--- src/rtl/spi_cmdq_pkg.sv ---
package spi_cmdq_pkg;

    localparam int DATA_W = 16;
    localparam int CNT_W  = 16;
    localparam int REG_W  = 32;

    typedef struct packed {
        logic              clr_cnt;
        logic              eoq;
        logic [DATA_W-1:0] data;
    } tx_entry_t;

    localparam int ENTRY_W = $bits(tx_entry_t);

    typedef enum logic [2:0] {
        ADDR_CTRL   = 3'd0,
        ADDR_STAT   = 3'd1,
        ADDR_XCNT   = 3'd2,
        ADDR_TXPUSH = 3'd3,
        ADDR_RXPOP  = 3'd4
    } reg_addr_e;

    localparam int CTRL_TXFLUSH = 0;
    localparam int CTRL_RXFLUSH = 1;
    localparam int ST_RXAVAIL   = 8;
    localparam int ST_EOQ       = 9;
    localparam int ST_TXOVF     = 10;
    localparam int ST_RXOVF     = 11;

    function automatic logic [REG_W-1:0] pack_status(
        input logic [3:0] rx_cnt,
        input logic [3:0] tx_cnt,
        input logic       avail,
        input logic       eoq,
        input logic       tx_ovf,
        input logic       rx_ovf
    );
        logic [REG_W-1:0] s;
        s              = '0;
        s[3:0]         = rx_cnt;
        s[7:4]         = tx_cnt;
        s[ST_RXAVAIL]  = avail;
        s[ST_EOQ]      = eoq;
        s[ST_TXOVF]    = tx_ovf;
        s[ST_RXOVF]    = rx_ovf;
        return s;
    endfunction

endpackage

--- src/rtl/cmdq_fifo.sv ---
module cmdq_fifo #(
    parameter int W     = 8,
    parameter int DEPTH = 4
) (
    input  logic                         clk,
    input  logic                         rst,
    input  logic                         clr,
    input  logic                         push,
    input  logic                         pop,
    input  logic [W-1:0]                 wdata,
    output logic [W-1:0]                 rdata,
    output logic [$clog2(DEPTH+1)-1:0]   count,
    output logic                         full,
    output logic                         empty
);
    localparam int AW = (DEPTH > 1) ? $clog2(DEPTH) : 1;
    localparam int CW = $clog2(DEPTH+1);

    logic [W-1:0]  mem [DEPTH];
    logic [AW-1:0] wr_ptr, rd_ptr;
    logic          do_push, do_pop;

    function automatic logic [AW-1:0] next_ptr(input logic [AW-1:0] p);
        return (p == AW'(DEPTH-1)) ? '0 : p + 1'b1;
    endfunction

    assign full    = (count == CW'(DEPTH));
    assign empty   = (count == '0);
    assign do_push = push && !full && !clr;
    assign do_pop  = pop && !empty && !clr;
    assign rdata   = mem[rd_ptr];

    always_ff @(posedge clk) begin
        if (rst || clr) begin
            wr_ptr <= '0;
            rd_ptr <= '0;
            count  <= '0;
        end else begin
            if (do_push) wr_ptr <= next_ptr(wr_ptr);
            if (do_pop)  rd_ptr <= next_ptr(rd_ptr);
            count <= count + CW'(do_push) - CW'(do_pop);
        end
    end

    always_ff @(posedge clk) begin
        if (do_push) mem[wr_ptr] <= wdata;
    end

endmodule

--- src/rtl/cmdq_shifter.sv ---
module cmdq_shifter
    import spi_cmdq_pkg::*;
#(
    parameter int FRAME_CYC = 4
) (
    input  logic      clk,
    input  logic      rst,
    input  logic      can_start,
    input  tx_entry_t entry_in,
    output logic      start,
    output logic      done,
    output logic      busy,
    output tx_entry_t cur
);
    localparam int LW = $clog2(FRAME_CYC+1);

    logic [LW-1:0] left;

    assign start = can_start && !busy;
    assign done  = busy && (left == '0);

    always_ff @(posedge clk) begin
        if (rst) begin
            busy <= 1'b0;
            left <= '0;
            cur  <= '0;
        end else if (start) begin
            busy <= 1'b1;
            left <= LW'(FRAME_CYC-1);
            cur  <= entry_in;
        end else if (done) begin
            busy <= 1'b0;
        end else if (busy) begin
            left <= left - 1'b1;
        end
    end

endmodule

--- src/rtl/spi_cmdq_ctrl.sv ---
module spi_cmdq_ctrl
    import spi_cmdq_pkg::*;
#(
    parameter int DEPTH     = 4,
    parameter int FRAME_CYC = 4
) (
    input  logic        clk,
    input  logic        rst,
    input  logic        reg_wr,
    input  logic        reg_rd,
    input  logic [2:0]  reg_addr,
    input  logic [31:0] reg_wdata,
    output logic [31:0] reg_rdata,
    output logic        tx_fill_req,
    output logic        rx_drain_req
);
    localparam int CW = $clog2(DEPTH+1);

    reg_addr_e             addr;
    logic                  ctrl_wr, stat_wr, cnt_wr;
    logic                  tx_flush, rx_flush, tx_push, rx_pop;
    tx_entry_t             tx_in, tx_head, cur;
    logic [CW-1:0]         tx_count, rx_count;
    logic                  tx_full, tx_empty, rx_full, rx_empty;
    logic [DATA_W-1:0]     rx_head;
    logic                  start, done, busy;
    logic [CNT_W-1:0]      xfer_cnt;
    logic                  eoq_q, tx_ovf_q, rx_ovf_q;

    assign addr     = reg_addr_e'(reg_addr);
    assign ctrl_wr  = reg_wr && (addr == ADDR_CTRL);
    assign stat_wr  = reg_wr && (addr == ADDR_STAT);
    assign cnt_wr   = reg_wr && (addr == ADDR_XCNT);
    assign tx_push  = reg_wr && (addr == ADDR_TXPUSH);
    assign rx_pop   = reg_rd && (addr == ADDR_RXPOP);
    assign tx_flush = ctrl_wr && reg_wdata[CTRL_TXFLUSH];
    assign rx_flush = ctrl_wr && reg_wdata[CTRL_RXFLUSH];
    assign tx_in    = tx_entry_t'(reg_wdata[ENTRY_W-1:0]);

    cmdq_fifo #(.W(ENTRY_W), .DEPTH(DEPTH)) u_txq (
        .clk   (clk),
        .rst   (rst),
        .clr   (tx_flush),
        .push  (tx_push),
        .pop   (start),
        .wdata (tx_in),
        .rdata (tx_head),
        .count (tx_count),
        .full  (tx_full),
        .empty (tx_empty)
    );

    cmdq_shifter #(.FRAME_CYC(FRAME_CYC)) u_shift (
        .clk       (clk),
        .rst       (rst),
        .can_start (!tx_empty && !eoq_q),
        .entry_in  (tx_head),
        .start     (start),
        .done      (done),
        .busy      (busy),
        .cur       (cur)
    );

    cmdq_fifo #(.W(DATA_W), .DEPTH(DEPTH)) u_rxq (
        .clk   (clk),
        .rst   (rst),
        .clr   (rx_flush),
        .push  (done),
        .pop   (rx_pop),
        .wdata (cur.data),
        .rdata (rx_head),
        .count (rx_count),
        .full  (rx_full),
        .empty (rx_empty)
    );

    always_ff @(posedge clk) begin
        if (rst) begin
            xfer_cnt <= '0;
        end else if (cnt_wr) begin
            xfer_cnt <= reg_wdata[CNT_W-1:0];
        end else if (start && tx_head.clr_cnt) begin
            xfer_cnt <= '0;
        end else if (done) begin
            xfer_cnt <= xfer_cnt + 1'b1;
        end
    end

    always_ff @(posedge clk) begin
        if (rst) begin
            eoq_q    <= 1'b0;
            tx_ovf_q <= 1'b0;
            rx_ovf_q <= 1'b0;
        end else begin
            if (done && cur.eoq)                   eoq_q <= 1'b1;
            else if (stat_wr && reg_wdata[ST_EOQ]) eoq_q <= 1'b0;

            if (tx_push && tx_full && !tx_flush)     tx_ovf_q <= 1'b1;
            else if (stat_wr && reg_wdata[ST_TXOVF]) tx_ovf_q <= 1'b0;

            if (done && rx_full && !rx_flush)        rx_ovf_q <= 1'b1;
            else if (stat_wr && reg_wdata[ST_RXOVF]) rx_ovf_q <= 1'b0;
        end
    end

    always_comb begin
        unique case (addr)
            ADDR_STAT:  reg_rdata = pack_status(4'(rx_count), 4'(tx_count), !rx_empty,
                                                eoq_q, tx_ovf_q, rx_ovf_q);
            ADDR_XCNT:  reg_rdata = {{(REG_W-CNT_W){1'b0}}, xfer_cnt};
            ADDR_RXPOP: reg_rdata = rx_empty ? '0 : {{(REG_W-DATA_W){1'b0}}, rx_head};
            default:    reg_rdata = '0;
        endcase
    end

    assign tx_fill_req  = !tx_full;
    assign rx_drain_req = !rx_empty;

endmodule

--- config.mk ---
export PLATFORM = sky130hd
export DESIGN_NAME = spi_cmdq_ctrl
export DESIGN_NICKNAME = d
export VERILOG_FILES = /design/src/rtl/spi_cmdq_pkg.sv /design/src/rtl/cmdq_fifo.sv /design/src/rtl/cmdq_shifter.sv /design/src/rtl/spi_cmdq_ctrl.sv
export SDC_FILE = /design/constraint.sdc
export NUM_CORES = 1
export LEC_CHECK = 0
export BUFFER_PORTS_ARGS = -buffer_cell sky130_fd_sc_hd__buf_2
export CAP_MARGIN = 40
export CORE_ASPECT_RATIO = 0.7
export CORE_MARGIN = 8
export CORE_UTILIZATION = 55
export DETAILED_ROUTE_END_ITERATION = 8
export GPL_ROUTABILITY_DRIVEN = 0
export PLACE_DENSITY = 0.81
export SLEW_MARGIN = 30
export SYNTH_ARGS = -nofsm -noshare
export SYNTH_HDL_FRONTEND = slang
export SYNTH_SLANG_ARGS = --single-unit
--- constraint.sdc ---
create_clock -name clk -period 5 [get_ports clk]
set_input_delay 1 -clock clk [delete_from_list [all_inputs] [get_ports clk]]
set_output_delay 1 -clock clk [all_outputs]
set_load 0.01 [all_outputs]
Word level (Yosys, flattened, before mapping)
Memory sizes are Yosys's and may differ from the RTL's. A register that Yosys moved wholly into a read port is not among the register bits.
Cells that the tools add are included.
{"block": "word_totals", "regBits": 54, "ram_bits": 136, "in_bits": 39, "out_inout_bits": 34, "word_cells": 117, "memories": 2}
{"memory": "u_txq.mem", "words": 4, "width": 18, "read_ports": 1, "rd_ports_with_merged_regs": 1, "write_ports": 1, "line_no": "cmdq_fifo.sv:19", "source": "logic [W-1:0] mem [DEPTH];"}
{"memory": "u_rxq.mem", "words": 4, "width": 16, "read_ports": 1, "rd_ports_with_merged_regs": 1, "write_ports": 1, "line_no": "cmdq_fifo.sv:19"}
{"block": "classes", "addsub": 10, "eq_ne": 11, "n_mux": 28, "bitwise_logic": 1, "n_reduce_logical": 50}
{"operator": "$mux W16", "count": 4}
{"operator": "$pmux W16 S3", "count": 1}
{"operator": "$logic_and A1 B1 Y1", "count": 27}
{"operator": "$mux W2", "count": 11}
{"operator": "$add A16 B1 Y16 const B", "count": 1}
{"operator": "$logic_not A3 Y1", "count": 4}
{"operator": "$mux W1", "count": 12}
{"operator": "$reduce_bool A2 Y1", "count": 5}
{"operator": "$eq A3 B3 Y1 const B", "count": 3}
{"operator": "$add A2 B1 Y2 const B", "count": 4}
{"operator": "$eq A2 B2 Y1 const B", "count": 4}
{"operator": "$logic_not A1 Y1", "count": 8}
{"operator": "$add A3 B1 Y3", "count": 2}
{"operator": "$eq A3 B2 Y1 const B", "count": 2}
{"operator": "$sub A3 B1 Y3", "count": 2}
{"operator": "$reduce_and A2 Y1", "count": 2}
{"operator": "$eq A3 B1 Y1 const B", "count": 1}
{"operator": "$reduce_bool A3 Y1", "count": 1}
{"operator": "$sub A3 B1 Y3 const B", "count": 1}
{"operator": "$logic_or A1 B1 Y1", "count": 2}
{"operator": "$ne A2 B2 Y1 const B", "count": 1}
{"operator": "$reduce_or A2 Y1", "count": 1}
{"operator": "$not A1 Y1", "count": 1}

Longest topological paths before layout
{"block": "depth", "word_depth": 8, "depth_mapped": 10, "mapped_depth_nobuf": 10}

By module
Synthesis repeated with hierarchy kept, for this count alone.
{"block": "unflattened", "hier_cells": 597, "area_unflattened_um2": 8543.2}
{"mod": "cmdq_fifo (u_txq)", "instances": 1, "cells_per_inst": 145, "area_each_um2": 3128.0, "seq_area_each_um2": 2342.2}
{"mod": "cmdq_fifo (u_rxq)", "instances": 1, "cells_per_inst": 134, "area_each_um2": 2831.5, "seq_area_each_um2": 2102.0}
{"mod": "spi_cmdq_ctrl", "instances": 1, "cells_per_inst": 218, "area_each_um2": 1674.1, "seq_area_each_um2": 380.4}
{"mod": "cmdq_shifter", "instances": 1, "cells_per_inst": 100, "area_each_um2": 909.6, "seq_area_each_um2": 440.4}

Worst setup path after synthesis
No wires, ideal clock.
{"block": "synth_path", "path_kind": "in2reg", "from": "input port reg_addr[1]", "to": "register u_txq.count[2]", "setup_time_ps": 116, "arrival_ps": 3036, "required_time_ps": 4884, "path_slack_ps": 1848, "path_stages": 10, "n_path_buf": 1, "path_cell_list": "buf_2 nor4b_1 a21oi_1 xor2_1 ha_1 inv_1 fa_1 xor2_1 xnor2_1 nor2_1"}
{"block": "synth_via", "elab_chain_cells": 7, "word_cells_on_any_way": 12, "classes_between": "add/sub: 2; eq/ne: 1; reduce/logical: 9"}
{"element": "start, declared", "line_no": "spi_cmdq_ctrl.sv:11", "source": "input logic [2:0] reg_addr,"}
{"element": "$logic_not A3 Y1", "line_no": "spi_cmdq_ctrl.sv:31", "source": "assign ctrl_wr = reg_wr && (addr == ADDR_CTRL);"}
{"element": "$logic_and A1 B1 Y1", "line_no": "spi_cmdq_ctrl.sv:31"}
{"element": "$logic_and A1 B1 Y1", "line_no": "spi_cmdq_ctrl.sv:36", "source": "assign tx_flush = ctrl_wr && reg_wdata[CTRL_TXFLUSH];"}
{"element": "$logic_not A1 Y1", "line_no": "cmdq_fifo.sv:29, cmdq_fifo.sv:30"}
{"element": "$logic_and A1 B1 Y1", "line_no": "cmdq_fifo.sv:29", "source": "assign do_push = push && !full && !clr;"}
{"element": "$add A3 B1 Y3", "line_no": "cmdq_fifo.sv:41", "source": "count <= count + CW'(do_push) - CW'(do_pop);"}
{"element": "$sub A3 B1 Y3", "line_no": "cmdq_fifo.sv:41"}
{"element": "end signal, assigned", "line_no": "cmdq_fifo.sv:41"}
{"element": "end, declared", "line_no": "cmdq_fifo.sv:12", "source": "output logic [$clog2(DEPTH+1)-1:0] count,"}
Parallel ways exist; a longest one is shown, timed or not.
A chain may end at the register's enable or synchronous reset.

==> results.yml <==
logic_synthesis:
  ys_types: 52
  synth-edff-count: 136
  yosys_register_bits: 194
  ys_async_sr_fraction: 0
  yosys_warnings: 0
  avgSynthCellArea_um2: 14.2
  syn_inst: 569
  synthFlopType: "edfxtp_1"
  netlist_area_um2: 8060
  yosysSeqAreaShare: 0.651
sta:
  fin_skew_ns: 0.00831
  clock.fmax_mhz: 308
  drv_slew: 0
  fin_crit_ns: 3.24
  post-route-period-util: 0.649
  worstMarginPinSlew_ns: 0.800
  relSlewSlack: 0.467
  tns_ns: 0
  setup-violations-final: 0
  timing.final.hold_violations: 0
  grt_setup_unrepaired: "false"
critical_path:
  cp.arrival_ns: 2.24
  cp-start-kind: "flip-flop"
  required_ns: 4.00
  criticalPathCategory: "flip-flop to primary output"
  timing.rr.start: "u_shift.busy$_SDFFE_PP0P_"
  crit_path_max_fanout: 16
  endpoint_kind: "primary output"
clock_tree:
  cts_tree: "built"
  holdBufCountCts: 0
  cts_made_buffers: 17
  cts_root_buf: "clkbuf_16"
  path_clk_slew_ns: 0.07
  postCtsSetupRepairBufs: 0
  cts_max_level: 4
  cts_sinks: 194
  worstSkewPairLatency_ns: 0.44
  max-clock-path-buffers: 2
  cts_resized: 0
grt:
  grt_max_degree: 44
  gr-total-overflow: 0
  grt_pass1_vias: 5068
  grt_first_pass_wirelength_um: 27200
  track_usage: 0.191
  antenna_found_initial: 0
floorplan:
  die_area_um2: 18800
  die_w_um: 161
  core-area_um2: 14500
  ios: 73
  initial_core_util: 0.556
  fp.dieH_um: 117
  rows: 37
final_layout:
  antenna_cells: 0
  drive_above_1_share: 0.209
  final_common_cell: "edfxtp_1"
  area_growth_pct: 12.7
  layout_common_cells: "edfxtp_1, nand2_1, dfxtp_1"
  nFillCells: 1033
  fin_area_um2: 9080
  nets: 674
status:
  status: "completed"
routing:
  drt_wl_total_um: 17700
  drt-pass1-iter-count: 5
  via_per_inst: 5.98
  drc: 0
  wl_per_cell_um: 21.4
  drt_iter0_drc: 490
  num_vias: 4936
  antenna_left: 0
pwr:
  power.density_nw_per_um2: 477
  ir_drop_mv: 0.343
  p_leak_uw: 0.00323
place:
  placed_cell_area_um2: 8440
  dp_hpwl_um: 11900
  numPortBuffers: 42
min_path:
  hold_path.class: "flip-flop to flip-flop"
  worstHoldStart: "u_rxq.rd_ptr[1]$_SDFFE_PP0P_"
job:
  cap_violations: 0
## power by group
part | internal (µW) | switching [µW] | total (µW)
sequential | 1950 | 149 | 2100
combinational | 389 | 573 | 962
clock | 650 | 625 | 1270
## metal layers
metal / up-vias / GRT usage / part of all wire
li1: 2205 / - / -
met1: 2491 / 0.235 / 0.41
met2: 210 / 0.335 / 0.50
met3: 30 / 0.0370 / 0.069
met4: 0 / 0.0744 / 0.019
met5: - / 0 / 0
## synth_stat cells, types with 4 or more instances
library cell	n	area share
edfxtp_1	136	0.51
dfxtp_1	58	0.14
nand2_1	58	0.027
a21oi_1	39	0.024
nor2_1	36	0.017
mux4_2	34	0.095
inv_1	22	0.010
buf_4	17	0.016
clkbuf_1	17	0.0079
ha_1	15	0.023
nand3_1	14	0.0087
and2_1	11	0.0085
xnor2_1	11	0.012
a22oi_1	10	0.0093
a222oi_1	9	0.011
buf_2	8	0.0050
o21ai_0	7	0.0043
or3_1	7	0.0054
a22o_1	6	0.0065
nand4_1	4	0.0031
nor4_1	4	0.0031
xor2_1	4	0.0043
## worst max-delay path: stages, from the launching register on
cell      delay, ns
dfxtp_1        0.32
buf_4          0.32
mux4_2         0.55
a222oi_1       0.38
inv_1          0.09
buf_2          0.15
## worst paths after layout
check                           slack [ns]                        end  depth (start not counted)
worst min-delay path                  0.49                  flip-flop                          2
worst max register to register        2.26  u_txq.count[2]$_SDFF_PP0_                         10
worst min register to register        0.49                  flip-flop                          2
worst max-delay path                  1.76               reg_rdata[5]                          5
## state kept, by name, indices dropped and copies added (netlist names), named ones only
register,flops
tx_ovf_q,1
u_txq.rd_ptr,2
eoq_q,1
xfer_cnt,16
u_txq.mem,72
u_txq.wr_ptr,2
u_rxq.mem,64
u_rxq.count,3
u_shift.busy,1
u_rxq.wr_ptr,2
u_shift.cur,17
u_txq.count,3
u_rxq.rd_ptr,2
rx_ovf_q,1
u_shift.left,3
## through the flow
stage | hold slack, ns | instances | utilization | worst slack [ns] | power, µW
6_report | 0.490 | 826 | 0.627 | 1.76 | 4330
5_1_grt | 0.523 | 826 | 0.627 | 1.64 | 4510
4_1_cts | 0.486 | 820 | 0.620 | 1.63 | 4320
3_5_place_dp | 0.479 | 788 | 0.582 | 1.65 | 3060
3_3_place_gp | 0.468 | 782 | 0.577 | 1.39 | 2970
2_1_floorplan | 0.437 | 584 | - | 1.85 | 2760
## logic make-up (layout without fill, tap and decap cells)
kind of cell               Yosys count  count (layout)  synth area share
buffers and inverters               66             113            0.0408
AOI/OAI and AO/OA                   85              85            0.0714
DFF                                194             194             0.651
muxes                               37              37            0.0987
and+or+nand+nor                    154             154            0.0933
other                                1              16          0.000465
adders and majority gates           17              17            0.0283
xor gates and xnor gates            15              15            0.0163
## area by class of cell
cell class,instances,area [µm²],share of cell area
clock buffer,17,425,0.0469
clock inverter,15,124,0.0136
inverter,22,82.6,0.00909
multi-input combinational,324,2550,0.281
sequential,194,5250,0.578
tap,195,244,0.0269
timing repair buffer,59,410,0.0452
Note: power is estimated with default switching activity, not from simulation.
